$ cat config.mk
export PLATFORM = sky130hd
export DESIGN_NAME = pci_irq_agg
export DESIGN_NICKNAME = d
export VERILOG_FILES = /design/src/rtl/pci_irq_pkg.sv /design/src/rtl/pci_irq_pend.sv /design/src/rtl/pci_irq_route.sv /design/src/rtl/pci_irq_agg.sv
export SDC_FILE = /design/constraint.sdc
export NUM_CORES = 1
export LEC_CHECK = 0
export ABC_CLOCK_PERIOD_IN_PS = 2900
export BUFFER_PORTS_ARGS = -buffer_cell sky130_fd_sc_hd__buf_2
export CORE_MARGIN = 3
export CORE_UTILIZATION = 35
export CTS_BUF_LIST = sky130_fd_sc_hd__clkbuf_2
export DETAILED_ROUTE_END_ITERATION = 7
export PLACE_DENSITY_LB_ADDON = 0.05
export RECOVER_POWER = 50
export SLEW_MARGIN = 10
export SYNTH_ARGS = -nofsm -noshare
export SYNTH_HDL_FRONTEND = slang
export SYNTH_SLANG_ARGS = --single-unit
$ cat constraint.sdc
create_clock -name clk -period 2.9 [get_ports clk]
set_input_delay 0.29 -clock clk [delete_from_list [all_inputs] [get_ports clk]]
set_output_delay 0.29 -clock clk [all_outputs]
set_load 0.05 [all_outputs]
$ cat src/rtl/pci_irq_pkg.sv
package pci_irq_pkg;
  localparam int REG_W    = 32;
  localparam int N_INTX   = 4;
  localparam int N_ERR    = 6;
  localparam int N_SRC    = N_INTX + N_ERR;
  localparam int ERR_LSB  = N_INTX;
  localparam int EN_OFS   = 16;
  localparam int LINE_W   = $clog2(N_INTX);

  // error class indices within the error field (bit = ERR_LSB + index)
  localparam int E_DPAR   = 0;
  localparam int E_STABT  = 1;
  localparam int E_RTABT  = 2;
  localparam int E_RMABT  = 3;
  localparam int E_SYSERR = 4;
  localparam int E_DETPAR = 5;

  localparam logic [N_ERR-1:0] ERR_GRP_DEF =
    N_ERR'((1 << E_STABT) | (1 << E_RTABT) | (1 << E_RMABT));
  localparam logic [N_ERR-1:0] ERR_GRP_EXT =
    ERR_GRP_DEF | N_ERR'((1 << E_DPAR) | (1 << E_SYSERR) | (1 << E_DETPAR));

  // enable words a driver would write for each group
  localparam logic [REG_W-1:0] EN_WORD_DEF =
    REG_W'(ERR_GRP_DEF) << (ERR_LSB + EN_OFS);
  localparam logic [REG_W-1:0] EN_WORD_EXT =
    REG_W'(ERR_GRP_EXT) << (ERR_LSB + EN_OFS);
endpackage

$ cat src/rtl/pci_irq_pend.sv
module pci_irq_pend #(
  parameter int N_ERR  = 6,
  parameter int N_INTX = 4
) (
  input  logic              clk,
  input  logic              rst,
  input  logic [N_ERR-1:0]  evt,
  input  logic [N_ERR-1:0]  clr,
  input  logic              clr_all,
  input  logic [N_INTX-1:0] intx_n,
  output logic [N_ERR-1:0]  err_pend,
  output logic [N_INTX-1:0] intx_pend
);
  for (genvar k = 0; k < N_ERR; k++) begin : g_err
    always_ff @(posedge clk) begin
      if (rst)
        err_pend[k] <= 1'b0;
      else if (evt[k])
        err_pend[k] <= 1'b1;
      else if (clr[k] || clr_all)
        err_pend[k] <= 1'b0;
    end
  end

  for (genvar n = 0; n < N_INTX; n++) begin : g_intx
    always_ff @(posedge clk) begin
      if (rst)
        intx_pend[n] <= 1'b0;
      else
        intx_pend[n] <= ~intx_n[n];
    end
  end
endmodule

$ cat src/rtl/pci_irq_route.sv
module pci_irq_route #(
  parameter int SLOT_W = 5,
  parameter int PIN_W  = 3,
  parameter int N_LINE = 4,
  localparam int LINE_W = $clog2(N_LINE)
) (
  input  logic              clk,
  input  logic              rst,
  input  logic [SLOT_W-1:0] slot,
  input  logic [PIN_W-1:0]  pin,
  output logic [LINE_W-1:0] line,
  output logic              ok
);
  logic              pin_ok;
  logic [LINE_W-1:0] pin_idx;
  logic [LINE_W-1:0] sum;
  logic              unused_hi;

  assign pin_ok    = (pin >= PIN_W'(1)) && (pin <= PIN_W'(N_LINE));
  assign pin_idx   = LINE_W'(pin - PIN_W'(1));
  assign sum       = pin_idx + slot[LINE_W-1:0];
  assign unused_hi = ^slot[SLOT_W-1:LINE_W];

  always_ff @(posedge clk) begin
    if (rst) begin
      line <= '0;
      ok   <= 1'b0;
    end else begin
      ok   <= pin_ok;
      line <= pin_ok ? sum : '0;
    end
  end
endmodule

$ cat src/rtl/pci_irq_agg.sv
module pci_irq_agg
  import pci_irq_pkg::*;
#(
  parameter int SLOT_W = 5,
  parameter int PIN_W  = 3
) (
  input  logic              clk,
  input  logic              rst,
  input  logic              reg_wr,
  input  logic [31:0]       reg_wdata,
  output logic [31:0]       reg_rdata,
  input  logic [5:0]        err_evt,
  input  logic [3:0]        intx_n,
  input  logic [SLOT_W-1:0] q_slot,
  input  logic [PIN_W-1:0]  q_pin,
  output logic [1:0]        q_line,
  output logic              q_ok,
  output logic              irq
);
  logic [N_SRC-1:0]  en_q;
  logic [N_ERR-1:0]  err_pend;
  logic [N_INTX-1:0] intx_pend;
  logic [N_SRC-1:0]  pend;
  logic [N_ERR-1:0]  clr;
  logic              clr_all;
  logic              unused_wbits;

  assign clr     = reg_wr ? reg_wdata[ERR_LSB +: N_ERR] : '0;
  assign clr_all = reg_wr && (reg_wdata == '0);
  assign unused_wbits = ^{reg_wdata[REG_W-1:EN_OFS+N_SRC],
                          reg_wdata[EN_OFS-1:N_SRC],
                          reg_wdata[ERR_LSB-1:0]};

  pci_irq_pend #(.N_ERR(N_ERR), .N_INTX(N_INTX)) u_pend (
    .clk       (clk),
    .rst       (rst),
    .evt       (err_evt),
    .clr       (clr),
    .clr_all   (clr_all),
    .intx_n    (intx_n),
    .err_pend  (err_pend),
    .intx_pend (intx_pend)
  );

  always_ff @(posedge clk) begin
    if (rst)
      en_q <= '0;
    else if (reg_wr)
      en_q <= reg_wdata[EN_OFS +: N_SRC];
  end

  assign pend = {err_pend, intx_pend};

  always_comb begin
    reg_rdata = '0;
    reg_rdata[N_SRC-1:0] = pend;
    reg_rdata[EN_OFS +: N_SRC] = en_q;
  end

  always_ff @(posedge clk) begin
    if (rst)
      irq <= 1'b0;
    else
      irq <= |(pend & en_q);
  end

  pci_irq_route #(.SLOT_W(SLOT_W), .PIN_W(PIN_W), .N_LINE(N_INTX)) u_route (
    .clk  (clk),
    .rst  (rst),
    .slot (q_slot),
    .pin  (q_pin),
    .line (q_line),
    .ok   (q_ok)
  );
endmodule

==> reports/qor.yml <==
outcome:
  status: "complete, no violations"
placed_design:
  dpl_worst_slack_ns: 1.31
  placed_cell_area_um2: 1460
  placedCellCount: 230
  dpl.hpwl_mm: 2.33
  port_buffers: 73
  gp_congestion: 0.711
sta:
  relSlewSlack: 0.330
  worst_slack_ns: 1.24
  setup_violations: 0
  period_share: 0.572
  slew_violations: 0
  fin_crit_ns: 1.66
  rsz0062_at_grt: "no"
  worstMarginPinSlew_ns: 1.01
  max_freq_mhz: 603
  fin_hold_ws_ns: 0.0787
  hold_viol: 0
  setup-tns-final_ns: 0
  finalClockSkew_ns: 0.0163
routing:
  drt_first_iter_violations: 16
  drtPass1Iterations: 4
  via_count: 1076
  totalWireLength_mm: 2.89
  remaining_drc_errors: 0
  vias_per_cell: 4.60
  ant_nets: 0
  routedWlPerCell_um: 12.4
hold_path:
  min_path_type: "input pin to flop"
  hold_start: "intx_n[0]"
  hold-path-endpoint: "u_pend.intx_pend[0]$_SDFF_PP0_"
  whs_path_depth: 2
layout:
  fin_cells: 234
  antennaDiodeCount: 0
  areaGrowthSynthToFinish_pct: 30.1
  final_core_utilization: 0.478
  multi_input_area_um2: 548
  fin_nets: 245
  register_area_um2: 480
  drive_gt1_frac: 0.411
  final_cell_area_um2: 1470
  fillers: 330
clocking:
  cts_buffer_depth: 2
  cts_max_level: 1
  clkLatencyLatePin_ns: 0.33
  cts_resized: 0
  cts_sinks: 24
  postCtsHoldBufs: 0
  clkTransAtPathRegs_ns: 0.23
  post_cts_buffers: 0
  cts_tree: "done"
  cts-buffers-inserted: 3
  root_buffer: "clkbuf_2"
power_and_ir_drop:
  switching_share: 0.379
  sequentialPowerShare: 0.513
  p_int_uw: 442
  pwr-share-comb: 0.308
  pwr-share-clk: 0.179
  p_leak_nw: 0.741
  powerDensity_nw_per_um2: 483
  p_sw_uw: 270
  power.total_uw: 712
  peakVddDrop_uv: 173
yosys:
  ys_types: 30
  syn_avg_cell_area_um2: 9.28
  synthCells: 122
  yosysWarningCount: 0
  synth_compound_area_frac: 0.120
  synth_top_family_by_area: "simple AND/OR/NAND/NOR gates"
  yosys.area_share.simple: 0.217
  syn_area_um2: 1130
  synth_xor_area_frac: 0.00773
  synthMuxAreaShare: 0.0884
  synth_adder_area_share: 0.0110
  ys_seq_area_frac: 0.424
  ys_ff_latch: 24
critical_path:
  critPathKind: "input pin to flop"
  start_kind: "input pin"
  endpoint_kind: "flop"
  worst_ep_required_time_ns: 3.11
  regToRegStartpoint: "u_pend.err_pend[0]$_SDFFE_PP0P_"
  rrSetupSlack_ns: 1.78
  reg2reg_depth: 3
  cp.arrival_ns: 1.87
  r2r-end: "irq$_SDFF_PP0_"
  path_max_fanout: 17
floorplanning:
  num_rows: 20
  core_area_um2: 3080
  initial_core_util: 0.368
  fp.dieW_um: 62.9
  die_height_um: 62.9
  die_area_um2: 3950
  io_pins: 89
global_route:
  antenna_found_initial: 0
  grt_use_total: 0.142
  overflow: 0
  grt_pass1_vias: 986
  grt_pass1_wl_mm: 4.59
  grt_max_degree: 23
flow_run:
  drv_cap: 0
==> area by class of cell <==
class                      instances  share of cell area
multi-input combinational         86               0.372
sequential                        24               0.326
timing repair buffer              73               0.244
tap                               44              0.0374
clock buffer                       3              0.0102
inverter                           3             0.00765
clock inverter                     1             0.00255
==> cells in the mapped netlist <==
master,number,area [um2]
dfxtp_1,24,480
nor2_1,16,60.1
buf_4,13,97.6
mux2i_1,10,100
a21oi_1,6,30.0
a311oi_1,6,52.6
nand2_1,6,22.5
nor3_2,6,60.1
nor4_1,5,31.3
clkbuf_1,3,11.3
inv_1,3,11.3
nor3_1,3,15.0
a221oi_1,2,17.5
a22o_1,2,17.5
buf_2,2,10.0
a22oi_1,1,7.51
a31oi_1,1,6.26
and2_1,1,6.26
and3_1,1,6.26
and4_1,1,8.76
buf_1,1,3.75
buf_6,1,11.3
conb_1,1,3.75
ha_1,1,12.5
nor4b_1,1,8.76
o21ai_1,1,5.00
or2_1,1,6.26
or3b_1,1,8.76
or4_4,1,11.3
xor2_1,1,8.76
==> cell families (layout without fill, tap and decap cells) <==
family | after synthesis | after routing
buf+inv | 23 | 80
compound gates | 19 | 19
xor+xnor | 1 | 1
flops | 24 | 24
other cells | 1 | 12
simple gates | 43 | 43
mux | 10 | 10
fa+ha+maj | 1 | 1
==> power by group through the flow <==
stage | logic, mW | clock network, mW | registers (mW)
floorplan | 0.0926 | 0 | 0.445
global placement | 0.218 | 0 | 0.372
detailed placement | 0.220 | 0 | 0.372
CTS | 0.221 | 0.136 | 0.366
global route | 0.233 | 0.148 | 0.369
finish | 0.219 | 0.128 | 0.365
==> state kept, by name, summed over array words and instances (netlist names) <==
name / cells
en_q: 10
u_pend.err_pend: 6
u_pend.intx_pend: 4
u_route.line: 2
irq: 1
u_route.ok: 1
==> per-layer routing <==
metal  GRT usage  wire (um)  vias up
met1       0.162       1170      486
li1            -          -      546
met5           0          0        -
met3      0.0468        258        2
met4      0.0413         12        0
met2       0.250       1450       42
==> layout by cell type (no fill, tap or decap), drive strengths merged <==
cell type  synthesis  layout
a22o               2       2
o21ai              1       1
a22oi              1       1
nor3               9       9
and3               1       1
or4                1       1
nor4               5       5
nor2              16      16
and2               1       1
a311oi             6       6
or3b               1       1
a221oi             2       2
clkinv             0       1
or2                1       1
xor2               1       1
nor4b              1       1
buf               17      68
inv                3       3
a21oi              6       6
a31oi              1       1
dfxtp             24      24
clkbuf             3       8
and4               1       1
ha                 1       1
conb               1      12
mux2i             10      10
nand2              6       6
==> worst max path at each step <==
| stage | startpoint | end | slack (ns) | cells after the start |
|---|---|---|---|---|
| 6_report | reg_wr | u_pend.err_pend[4]$_SDFFE_PP0P_ | 1.24 | 4 |
| 5_1_grt | reg_wr | u_pend.err_pend[2]$_SDFFE_PP0P_ | 1.11 | 4 |
| 4_1_cts | u_pend.err_pend[0]$_SDFFE_PP0P_ | reg_rdata[4] | 1.52 | 1 |
| 3_5_place_dp | reg_wr | u_pend.err_pend[0]$_SDFFE_PP0P_ | 1.31 | 4 |
| 3_3_place_gp | reg_wr | u_pend.err_pend[4]$_SDFFE_PP0P_ | 1.31 | 4 |
| 2_1_floorplan | reg_wdata[23] | u_pend.err_pend[0]$_SDFFE_PP0P_ | 1.64 | 4 |
==> critical path, stage by stage <==
cell and delay [ns]:
clkbuf_1 0.73, nor4b_1 0.32, and4_1 0.39, a311oi_1 0.14
Power figures use the tool's default switching activity.
